`config.mk`:
```
export PLATFORM = sky130hd
export DESIGN_NAME = mon_irq_ctrl
export DESIGN_NICKNAME = d
export VERILOG_FILES = /design/src/rtl/mon_irq_pkg.sv /design/src/rtl/mon_irq_sync.sv /design/src/rtl/mon_irq_regs.sv /design/src/rtl/mon_irq_event.sv /design/src/rtl/mon_irq_ctrl.sv
export SDC_FILE = /design/constraint.sdc
export NUM_CORES = 1
export LEC_CHECK = 0
export ABC_AREA = 1
export BUFFER_PORTS_ARGS = -buffer_cell sky130_fd_sc_hd__buf_2
export CORE_UTILIZATION = 60
export CTS_CLUSTER_DIAMETER = 100
export CTS_CLUSTER_SIZE = 24
export DETAILED_ROUTE_END_ITERATION = 7
export PLACE_DENSITY = 0.88
export SLEW_MARGIN = 20
export SYNTH_ARGS = -nofsm -noshare
export SYNTH_HDL_FRONTEND = slang
export SYNTH_SLANG_ARGS = --single-unit
```
`constraint.sdc`:
```
create_clock -name clk_i -period 5.2 [get_ports clk_i]
set_clock_uncertainty 0.15 [all_clocks]
set_input_delay 1.04 -clock clk_i [delete_from_list [all_inputs] [get_ports clk_i]]
set_output_delay 1.04 -clock clk_i [all_outputs]
set_load 0.02 [all_outputs]
```
`src/rtl/mon_irq_pkg.sv`:
```
package mon_irq_pkg;
  localparam int unsigned LINE_W = 12;

  localparam int unsigned OFS_EN   = 32'h830;
  localparam int unsigned OFS_MSK  = 32'h834;
  localparam int unsigned OFS_TYP  = 32'h838;
  localparam int unsigned OFS_POL  = 32'h83C;
  localparam int unsigned OFS_MST  = 32'h840;
  localparam int unsigned OFS_RAW  = 32'h844;
  localparam int unsigned OFS_EOI  = 32'h84C;
  localparam int unsigned OFS_LVL  = 32'h850;

  typedef logic [LINE_W-1:0] line_vec_t;

  typedef struct packed {
    line_vec_t en;
    line_vec_t msk;
    line_vec_t typ;  // 1 = edge
    line_vec_t pol;  // 1 = active high
  } irq_cfg_t;
endpackage

```
`src/rtl/mon_irq_sync.sv`:
```
module mon_irq_sync #(
  parameter int unsigned W      = 12,
  parameter int unsigned STAGES = 2
) (
  input  logic         clk_i,
  input  logic         rst_ni,
  input  logic [W-1:0] d_i,
  output logic [W-1:0] q_o
);
  logic [W-1:0] stg_q [STAGES];

  always_ff @(posedge clk_i or negedge rst_ni) begin
    if (!rst_ni) stg_q[0] <= '0;
    else         stg_q[0] <= d_i;
  end

  for (genvar i = 1; i < STAGES; i++) begin : g_stage
    always_ff @(posedge clk_i or negedge rst_ni) begin
      if (!rst_ni) stg_q[i] <= '0;
      else         stg_q[i] <= stg_q[i-1];
    end
  end

  assign q_o = stg_q[STAGES-1];
endmodule

```
`src/rtl/mon_irq_regs.sv`:
```
module mon_irq_regs
  import mon_irq_pkg::*;
#(
  parameter int unsigned AW = 12,
  parameter int unsigned DW = 32
) (
  input  logic          clk_i,
  input  logic          rst_ni,
  input  logic          wr_i,
  input  logic [AW-1:0] addr_i,
  input  logic [DW-1:0] wdata_i,
  output irq_cfg_t      cfg_o,
  output line_vec_t     eoi_o
);
  irq_cfg_t  cfg_q;
  line_vec_t wr_val;
  logic      unused_wdata;

  assign wr_val       = wdata_i[LINE_W-1:0];
  assign unused_wdata = ^wdata_i[DW-1:LINE_W];

  always_ff @(posedge clk_i or negedge rst_ni) begin
    if (!rst_ni) begin
      cfg_q <= '0;
    end else if (wr_i) begin
      case (32'(addr_i))
        OFS_EN:  cfg_q.en  <= wr_val;
        OFS_MSK: cfg_q.msk <= wr_val;
        OFS_TYP: cfg_q.typ <= wr_val;
        OFS_POL: cfg_q.pol <= wr_val;
        default: ;
      endcase
    end
  end

  assign cfg_o = cfg_q;
  assign eoi_o = (wr_i && 32'(addr_i) == OFS_EOI) ? wr_val : '0;
endmodule

```
`src/rtl/mon_irq_event.sv`:
```
module mon_irq_event
  import mon_irq_pkg::*;
(
  input  logic      clk_i,
  input  logic      rst_ni,
  input  line_vec_t lvl_i,
  input  irq_cfg_t  cfg_i,
  input  line_vec_t eoi_i,
  output line_vec_t raw_o,
  output line_vec_t masked_o,
  output line_vec_t pend_o,
  output line_vec_t edge_o
);
  line_vec_t lvl_d_q, pend_q;
  line_vec_t act_now, act_prev, keep;

  always_ff @(posedge clk_i or negedge rst_ni) begin
    if (!rst_ni) lvl_d_q <= '0;
    else         lvl_d_q <= lvl_i;
  end

  // active = level matches polarity, judged with the current polarity on both samples
  assign act_now  = ~(lvl_i   ^ cfg_i.pol);
  assign act_prev = ~(lvl_d_q ^ cfg_i.pol);
  assign edge_o   = act_now & ~act_prev & cfg_i.en & cfg_i.typ;
  assign keep     = pend_q & ~eoi_i & cfg_i.en & cfg_i.typ;

  always_ff @(posedge clk_i or negedge rst_ni) begin
    if (!rst_ni) pend_q <= '0;
    else         pend_q <= keep | edge_o;  // new edge wins over a same-cycle clear
  end

  assign pend_o   = pend_q;
  assign raw_o    = cfg_i.en & ((cfg_i.typ & pend_q) | (~cfg_i.typ & act_now));
  assign masked_o = raw_o & ~cfg_i.msk;
endmodule

```
`src/rtl/mon_irq_ctrl.sv`:
```
module mon_irq_ctrl
  import mon_irq_pkg::*;
#(
  parameter int unsigned AW          = 12,
  parameter int unsigned DW          = 32,
  parameter int unsigned SYNC_STAGES = 2
) (
  input  logic              clk_i,
  input  logic              rst_ni,
  input  logic [LINE_W-1:0] line_i,
  input  logic              wr_i,
  input  logic [AW-1:0]     addr_i,
  input  logic [DW-1:0]     wdata_i,
  output logic [DW-1:0]     rdata_o,
  output logic              irq_o
);
  irq_cfg_t  cfg;
  line_vec_t eoi_clr, lvl_s, raw, masked, pend, edge_evt;
  line_vec_t rd_sel;
  logic      irq_q;

  mon_irq_sync #(.W(LINE_W), .STAGES(SYNC_STAGES)) u_sync (
    .clk_i, .rst_ni, .d_i(line_i), .q_o(lvl_s)
  );

  mon_irq_regs #(.AW(AW), .DW(DW)) u_regs (
    .clk_i, .rst_ni, .wr_i, .addr_i, .wdata_i, .cfg_o(cfg), .eoi_o(eoi_clr)
  );

  mon_irq_event u_evt (
    .clk_i, .rst_ni, .lvl_i(lvl_s), .cfg_i(cfg), .eoi_i(eoi_clr),
    .raw_o(raw), .masked_o(masked), .pend_o(pend), .edge_o(edge_evt)
  );

  always_comb begin
    case (32'(addr_i))
      OFS_EN:  rd_sel = cfg.en;
      OFS_MSK: rd_sel = cfg.msk;
      OFS_TYP: rd_sel = cfg.typ;
      OFS_POL: rd_sel = cfg.pol;
      OFS_MST: rd_sel = masked;
      OFS_RAW: rd_sel = raw;
      OFS_LVL: rd_sel = lvl_s;
      default: rd_sel = '0;
    endcase
  end

  assign rdata_o = DW'(rd_sel);

  always_ff @(posedge clk_i or negedge rst_ni) begin
    if (!rst_ni) irq_q <= 1'b0;
    else         irq_q <= |masked;
  end

  assign irq_o = irq_q;
endmodule

```
# [After elaboration in Yosys (flattened, before gate mapping)]
# Cells that the tools add are included.
[classes] n_bitwise=20 mux=2 n_reduce_logical=6 eq_ne=8
[ops] cell="$and 12x12->12" count=10
[ops] cell="$eq 12x12->1 const B" count=8
[ops] cell="$pmux 12 s7" count=1
[ops] cell="$not 12->12" count=6
[ops] cell="$or 12x12->12" count=2
[ops] cell="$xor 12x12->12" count=2
[ops] cell="$mux 12" count=1
[ops] cell="$reduce_or 12->1" count=1
[ops] cell="$reduce_and 2->1" count=4
[ops] cell="$logic_and 1x1->1" count=1
[word_totals] input_bits=59 register_bits=97

# [Depth between registers and ports, before layout]
# Gate-level depths: netlist of run 1.
[depth] word_depth=8 depth_mapped=10 mapped_depth_nobuf=10

# [Cells and area by module]
# A second synthesis of run 1 with hierarchy kept.
[hier_totals] hier_cells=766 hier_area_um2=5614.1
[by_module_without_submodules] mod="mon_irq_regs" instances=1 area_each_um2=2135.8 cells_per_inst=262 seq_area_each_um2=1201.2
[by_module_without_submodules] mod="mon_irq_event" instances=1 area_each_um2=1612.8 cells_per_inst=241 seq_area_each_um2=600.6
[by_module_without_submodules] mod="mon_irq_ctrl" instances=1 area_each_um2=1174.9 cells_per_inst=227 seq_area_each_um2=25.0
[by_module_without_submodules] mod="mon_irq_sync" instances=1 area_each_um2=690.7 cells_per_inst=36 seq_area_each_um2=600.6

# [Worst setup path after synthesis of run 1]
# No wires, ideal clock.
[synth_path] path_type="input-to-output" from="in addr_i[11]" to="out rdata_o[0]" path_slack_ns=1.826 stages=9 arrival_ns=2.184 t_required_ns=4.010 cell_sequence="inv_1 nor2_2 nand2_4 nor2_8 buf_4 nand3_1 nand2_1 nor2_1 a21oi_1"
[synth_between] elab_chain_cells=2
[synth_rtl] element="from (decl)" line_no="mon_irq_ctrl.sv:12" text="input logic [AW-1:0] addr_i,"
[synth_rtl] element="$eq 12x12->1" line_no="mon_irq_ctrl.sv:36" text="case (32'(addr_i))"
[synth_rtl] element="$pmux 12 s7 (*)" line_no="mon_irq_ctrl.sv:36"
[synth_rtl] element="to (decl)" line_no="mon_irq_ctrl.sv:14" text="output logic [DW-1:0] rdata_o,"
# Mark *: on every way between the ends. The rest lies on a longest branch, timed or not.

# [Final worst setup path of run 1]
[layout_path] from="in addr_i[1]" to="out rdata_o[3]"
# Same word-level chain as after synthesis.

==> impl_metrics.ini, run 1 <==
[drt]
wirelength_um = 11400
wl_per_cell_um = 14.8
drtIter0Drc = 388
vias = 4231
viasPerCell = 5.52
wl_met3_um = 1040
drc = 0
top_layer_used = met4
ant_nets = 0
drtPass1Iterations = 5
route.met2.wl_um = 5400
met1Wirelength_um = 4600

[sta]
hold_slack_ns = 0.203
min_period_ns = 3.99
fmax_mhz = 250
setup_viol = 0
worst_slew_pin_slew_ns = 0.784
slew_headroom_pct = 47.6
finalCritPeriodShare_pct = 76.8
slew_viol_final = 0
finalHoldViolations = 0
grt_setup_unrepaired = no
fin_setup_tns_ns = 0

[clock_tree]
cts.path.max_buffers = 2
clock-root-buffer = clkbuf_8
ctsResizeCount = 0
cts_num_sinks = 97
postCtsSetupRepairBufs = 0
cts_tree = yes
clk_pin_slew_ns = 0.08
ctsHoldBuffers = 0
htreeDepth = 3
clkLatencyLatePin_ns = 0.38
cts_buffers = 9

[power]
power_frac_comb_pct = 5.9
p_switching_mw = 0.358
power_frac_seq_pct = 54.5
ir_drop_v = 0.000165
powerDensity_nw_per_um2 = 265
p_int_mw = 1.07
p_clk_share_pct = 39.6
p_sw_share_pct = 25.0
leakagePower_nw = 2.70

[critical_path]
required_ns = 4.01
crit_fanout = 13
worstSetupPathType = input pin to output pin
startpoint_type = input pin
arrival_ns = 2.80
endpoint_kind = output pin

[global_routing]
grt_max_degree = 58
antenna_found_initial = 0
grt_first_pass_wirelength_um = 18800
grt_pass1_vias = 4078
grt_overflow_total = 0
grt_util_all_layers_pct = 28.6

[cells_and_area]
area.sequential_um2 = 2430
final_core_util_pct = 68.8
fillerInstances = 607
syn_to_final_growth_pct = 9.15
multi_input_area_um2 = 2100
layout.nets = 719
antennaDiodeCount = 0
layout-drive-gt1-share_pct = 16.5

[yosys]
yosysWarnings = 0
ys_seq_area_share_pct = 49.1
synthArstFlopShare_pct = 100
synth_ff_type = dfrtp_1
synth_edf_count = 0
synth_area_per_cell_um2 = 8.11
synthCells = 610
synth_seq_cells = 97
syn_area_um2 = 4950
ys_types = 28

[job]
drv_cap = 0

[placed_design]
hpwlAfterDp_um = 7360
place.gp.congestion = 0.817
port_buffers = 51

[floorplanning]
initial_core_util_pct = 63.1
core_region_area_um2 = 7850
die_w_um = 92.8
num_rows = 32
fp.dieH_um = 92.8
die_area_um2 = 8610
io_pins = 92

[run_status]
status = finished clean

[hold_path]
hold_path.class = flip-flop to flip-flop
-- through the flow --
stage                     setup slack (ns)  cells  total power [mW]  cell area, um2
after floorplan                       1.83    629             0.849            5020
after global placement                1.30    751             0.875            5170
after detailed placement              1.28    751             0.879            5170
after CTS                             1.26    767              1.44            5400
after global routing                  1.09    767              1.48            5400
final                                 1.21    767              1.43            5400
-- area by class of cell --
type	count	area share, %
Sequential cell	97	44.9
Multi-Input combinational cell	434	38.9
Timing Repair Buffer	52	4.91
Inverter	66	4.61
Tap cell	102	2.36
Clock buffer	9	2.29
Clock inverter	7	2.02
-- worst paths after layout --
path / startpoint / end / slack, ns / cells past startpoint
min in group asynchronous: rst_ni / u_sync.stg_q[23] / 0.57 / 1
hold reg to reg: u_sync.stg_q[15] / u_sync.q_o[3] / 0.20 / 0
max in group asynchronous: rst_ni / u_evt.pend_o[4] / 3.34 / 2
hold / removal: u_sync.stg_q[15] / u_sync.q_o[3] / 0.20 / 0
setup / recovery: addr_i[1] / rdata_o[3] / 1.21 / 9
setup reg to reg: u_regs.cfg_o[10] / irq_o / 3.72 / 6
-- worst max-delay path, cell delays in order --
cell	delay (ns)
buf_2	0.10
nor2_2	0.14
inv_2	0.07
nor2_2	0.47
nand2_1	0.35
nand2_1	0.14
nor2_1	0.09
a21oi_1	0.18
buf_2	0.20
-- per-layer routing --
| layer | global-route usage, % | vias up |
|---|---|---|
| li1 | - | 1985 |
| met1 | 35.7 | 1937 |
| met2 | 47.1 | 263 |
| met3 | 5.99 | 46 |
| met4 | 14.5 | 0 |
| met5 | 0 | - |
-- placed cells by master, fill, tap and decap left out, types with 7 or more instances in the layout --
cell type	instances
o21ai_2	12
buf_2	50
conb_1	20
xor2_1	8
dfrtp_1	97
o21ai_0	28
inv_1	60
nand2_1	167
a21oi_1	17
o21ai_1	46
xnor2_1	8
nand3_1	36
clkbuf_8	9
nor2_2	7
nor2_1	62
-- power by group through the flow --
| stage | Clock (mW) | Sequential [mW] | Combinational (mW) |
|---|---|---|---|
| 2_1_floorplan | 0 | 0.792 | 0.0563 |
| 3_3_place_gp | 0 | 0.794 | 0.0815 |
| 3_5_place_dp | 0 | 0.795 | 0.0843 |
| 4_1_cts | 0.574 | 0.780 | 0.0849 |
| 5_1_grt | 0.600 | 0.782 | 0.0951 |
| 6_report | 0.567 | 0.780 | 0.0842 |
-- kinds of logic (layout without fill, tap and decap cells) --
logic type	Yosys count	in the layout	share of synthesized area (%)
buffers and inverters	98	134	9.96
muxes	1	1	0.228
AOI/OAI and AO/OA	105	105	11.7
and+or+nand+nor	292	292	26.2
xor gates and xnor gates	16	16	2.83
other	1	20	0.0758
DFF	97	97	49.1
-- cells in the mapped netlist, types with 2 or more instances --
| library cell | number | area share (%) |
|---|---|---|
| o21ai_0 | 28 | 2.8 |
| xor2_1 | 8 | 1.4 |
| nor2_1 | 62 | 4.7 |
| dfrtp_1 | 97 | 49 |
| nand3_2 | 2 | 0.40 |
| xnor2_1 | 8 | 1.4 |
| nor2_8 | 2 | 0.81 |
| a21oi_1 | 17 | 1.7 |
| o21ai_1 | 46 | 4.7 |
| inv_1 | 60 | 4.6 |
| nand3_1 | 36 | 3.6 |
| nand2_1 | 167 | 13 |
| nor2_4 | 4 | 0.91 |
| nand2_2 | 2 | 0.25 |
| buf_6 | 5 | 1.1 |
| nand3b_1 | 5 | 0.76 |
| nand2_4 | 4 | 0.91 |
| buf_4 | 21 | 3.2 |
| buf_2 | 6 | 0.61 |
| inv_2 | 5 | 0.38 |
| nor2_2 | 7 | 0.88 |
| o21ai_2 | 12 | 2.1 |
-- state kept, by name (all words and copies together), names as in the netlist --
signal	cells
u_evt.lvl_d_q	12
u_regs.cfg_o	48
irq_o	1
u_sync.stg_q	12
u_sync.q_o	12
u_evt.pend_o	12
Note: power is estimated with default switching activity, not from simulation.
==> run 2, diff against run 1 <==
--- a/config.mk
+++ b/config.mk
@@ -7,11 +7,11 @@
 export LEC_CHECK = 0
 export ABC_AREA = 1
 export BUFFER_PORTS_ARGS = -buffer_cell sky130_fd_sc_hd__buf_2
-export CORE_UTILIZATION = 60
+export CORE_UTILIZATION = 50
 export CTS_CLUSTER_DIAMETER = 100
 export CTS_CLUSTER_SIZE = 24
 export DETAILED_ROUTE_END_ITERATION = 7
-export PLACE_DENSITY = 0.88
+export PLACE_DENSITY = 0.79
 export SLEW_MARGIN = 20
 export SYNTH_ARGS = -nofsm -noshare
 export SYNTH_HDL_FRONTEND = slang
==> constraint.sdc (replaced) <==
create_clock -name clk_i -period 3.25 [get_ports clk_i]
set_clock_uncertainty 0.15 [all_clocks]
set_input_delay 0.65 -clock clk_i [delete_from_list [all_inputs] [get_ports clk_i]]
set_output_delay 0.65 -clock clk_i [all_outputs]
set_load 0.02 [all_outputs]
==> run 2 against run 1 <==
- sequential share of layout area shrank 0.58 points
- final cell count grew 4.0%
- final area grew 1.3%
- setup slack lost 0.94 ns
==> impl_metrics.ini, run 2 (same netlist as run 1, synthesis figures left out) <==
[run_status]
status = finished clean

[global_routing]
met2_usage_pct = 38.0
met3_usage_pct = 5.59
top_usage_layer = met2
grt_util_all_layers_pct = 23.3
met1_usage_pct = 29.6
antenna_found_initial = 0
grt_first_pass_wirelength_um = 18100
grt_pass1_vias = 3877
grt_overflow_total = 0
grt_max_degree = 52

[critical_path]
r2r-start = u_regs.cfg_o[9]
slowest_delay_ns = 0.27
critical_path.most_common_cell = buf_2
cpMaxStageDelayCell = nor2_4
worstSetupPathType = input pin to output pin
crit_fanout = 13
arrival_ns = 2.18
r2r_setup_slack_ns = 1.79
path_cells = buf_2 -> nor2_2 -> nand2_1 -> nor2_4 -> nand2_2 -> nand3_1 -> nor2_1 -> a21oi_1 -> buf_2
crit_buf_inv = 2
cp.depth = 9
crit_family = simple AND/OR/NAND/NOR gates
reg2regPathDepth = 6
required_ns = 2.45
r2r-end = irq_o
startpoint_type = input pin
endpoint_kind = output pin

[clock_tree]
cts_tree = yes
clkLatencyLatePin_ns = 0.37
cts_buffers = 9
cts.path.max_buffers = 2
ctsResizeCount = 0
cts_num_sinks = 97
postCtsSetupRepairBufs = 0
htreeDepth = 3
ctsHoldBuffers = 0
clock-root-buffer = clkbuf_8
clk_pin_slew_ns = 0.09

[floorplanning]
io_pins = 92
die_w_um = 101
die_area_um2 = 10300
num_rows = 35
core_region_area_um2 = 9420
initial_core_util_pct = 52.6
fp.dieH_um = 101

[cells_and_area]
fillerInstances = 841
area.sequential_um2 = 2430
layout.nets = 723
instances_no_fill = 798
multi_input_area_um2 = 2100
syn_to_final_growth_pct = 10.6
final_core_util_pct = 58.1
antennaDiodeCount = 0
final_cell_mix = nand2_1, dfrtp_1, nor2_1, inv_1, buf_2
final_common_cell = nand2_1
layout-drive-gt1-share_pct = 17.0
largest_reg_flops = 48

[drt]
drtPass1Iterations = 5
viasPerCell = 5.15
wirelength_um = 10900
ant_nets = 0
drtIter0Drc = 264
drc = 0
wl_per_cell_um = 13.7
vias = 4109

[power]
powerDensity_nw_per_um2 = 415
leakagePower_nw = 2.72
ir_drop_v = 0.000252

[sta]
grt_setup_unrepaired = no
finalHoldViolations = 0
min_period_ns = 2.98
worst_slew_pin_slew_ns = 0.594
setup_viol = 0
finalCritPeriodShare_pct = 91.8
fin_setup_tns_ns = 0
slew_viol_final = 0
slew_headroom_pct = 60.3
fmax_mhz = 335

[job]
drv_cap = 0

[hold_path]
hold_path.class = input pin to asynchronous set/reset pin

[placed_design]
place.gp.congestion = 0.885
post-place-cells = 782
hpwlAfterDp_um = 7570
port_buffers = 51
## run 2: cell count changes in the layout (fill, tap and decap cells not counted)
cell,change
buf_4,+3
clkinvlp_4,+2
inv_8,-2
buf_12,+1
clkbuf_8,+1
clkinv_2,+1
clkinv_4,-1
inv_6,-1
## run 2: how the worst max path moves through the flow
stage / from / end
2_1_floorplan: addr_i[11] / rdata_o[0]
3_3_place_gp: addr_i[1] / rdata_o[3]
3_5_place_dp: addr_i[1] / rdata_o[3]
4_1_cts: addr_i[1] / rdata_o[3]
5_1_grt: addr_i[1] / rdata_o[0]
6_report: addr_i[1] / rdata_o[3]
## run 2: stage by stage
| stage | total power, mW | setup WS (ns) | cell area, um2 | hold slack [ns] |
|---|---|---|---|---|
| 5_1_grt | 2.36 | 0.154 | 5470 | 0.165 |
| 3_3_place_gp | 1.40 | 0.292 | 5250 | 0.182 |
| 2_1_floorplan | 1.36 | 0.656 | 5020 | 0.181 |
| 3_5_place_dp | 1.41 | 0.283 | 5250 | 0.186 |
| 4_1_cts | 2.28 | 0.261 | 5470 | 0.154 |
| 6_report | 2.27 | 0.265 | 5470 | 0.132 |
## run 2: report_power, final
part	internal (mW)	switching, mW
clock network	0.456	0.431
logic	0.0387	0.0972
registers	1.23	0.0170
total	1.73	0.545
## run 2: routing by layer
metal	share of wire (%)	wire length [um]
met5	0	0
met3	7.0	771
met4	2.4	267
met1	42	4640
met2	48	5270
## run 2: layout make-up
type | instances | area share (%)
clock buffers | 10 | 2.52
clock inverters | 6 | 1.62
inverters | 66 | 4.55
multi-input cells | 434 | 38.4
repair buffers | 56 | 5.63
flip-flops and latches | 97 | 44.4
well taps | 129 | 2.95
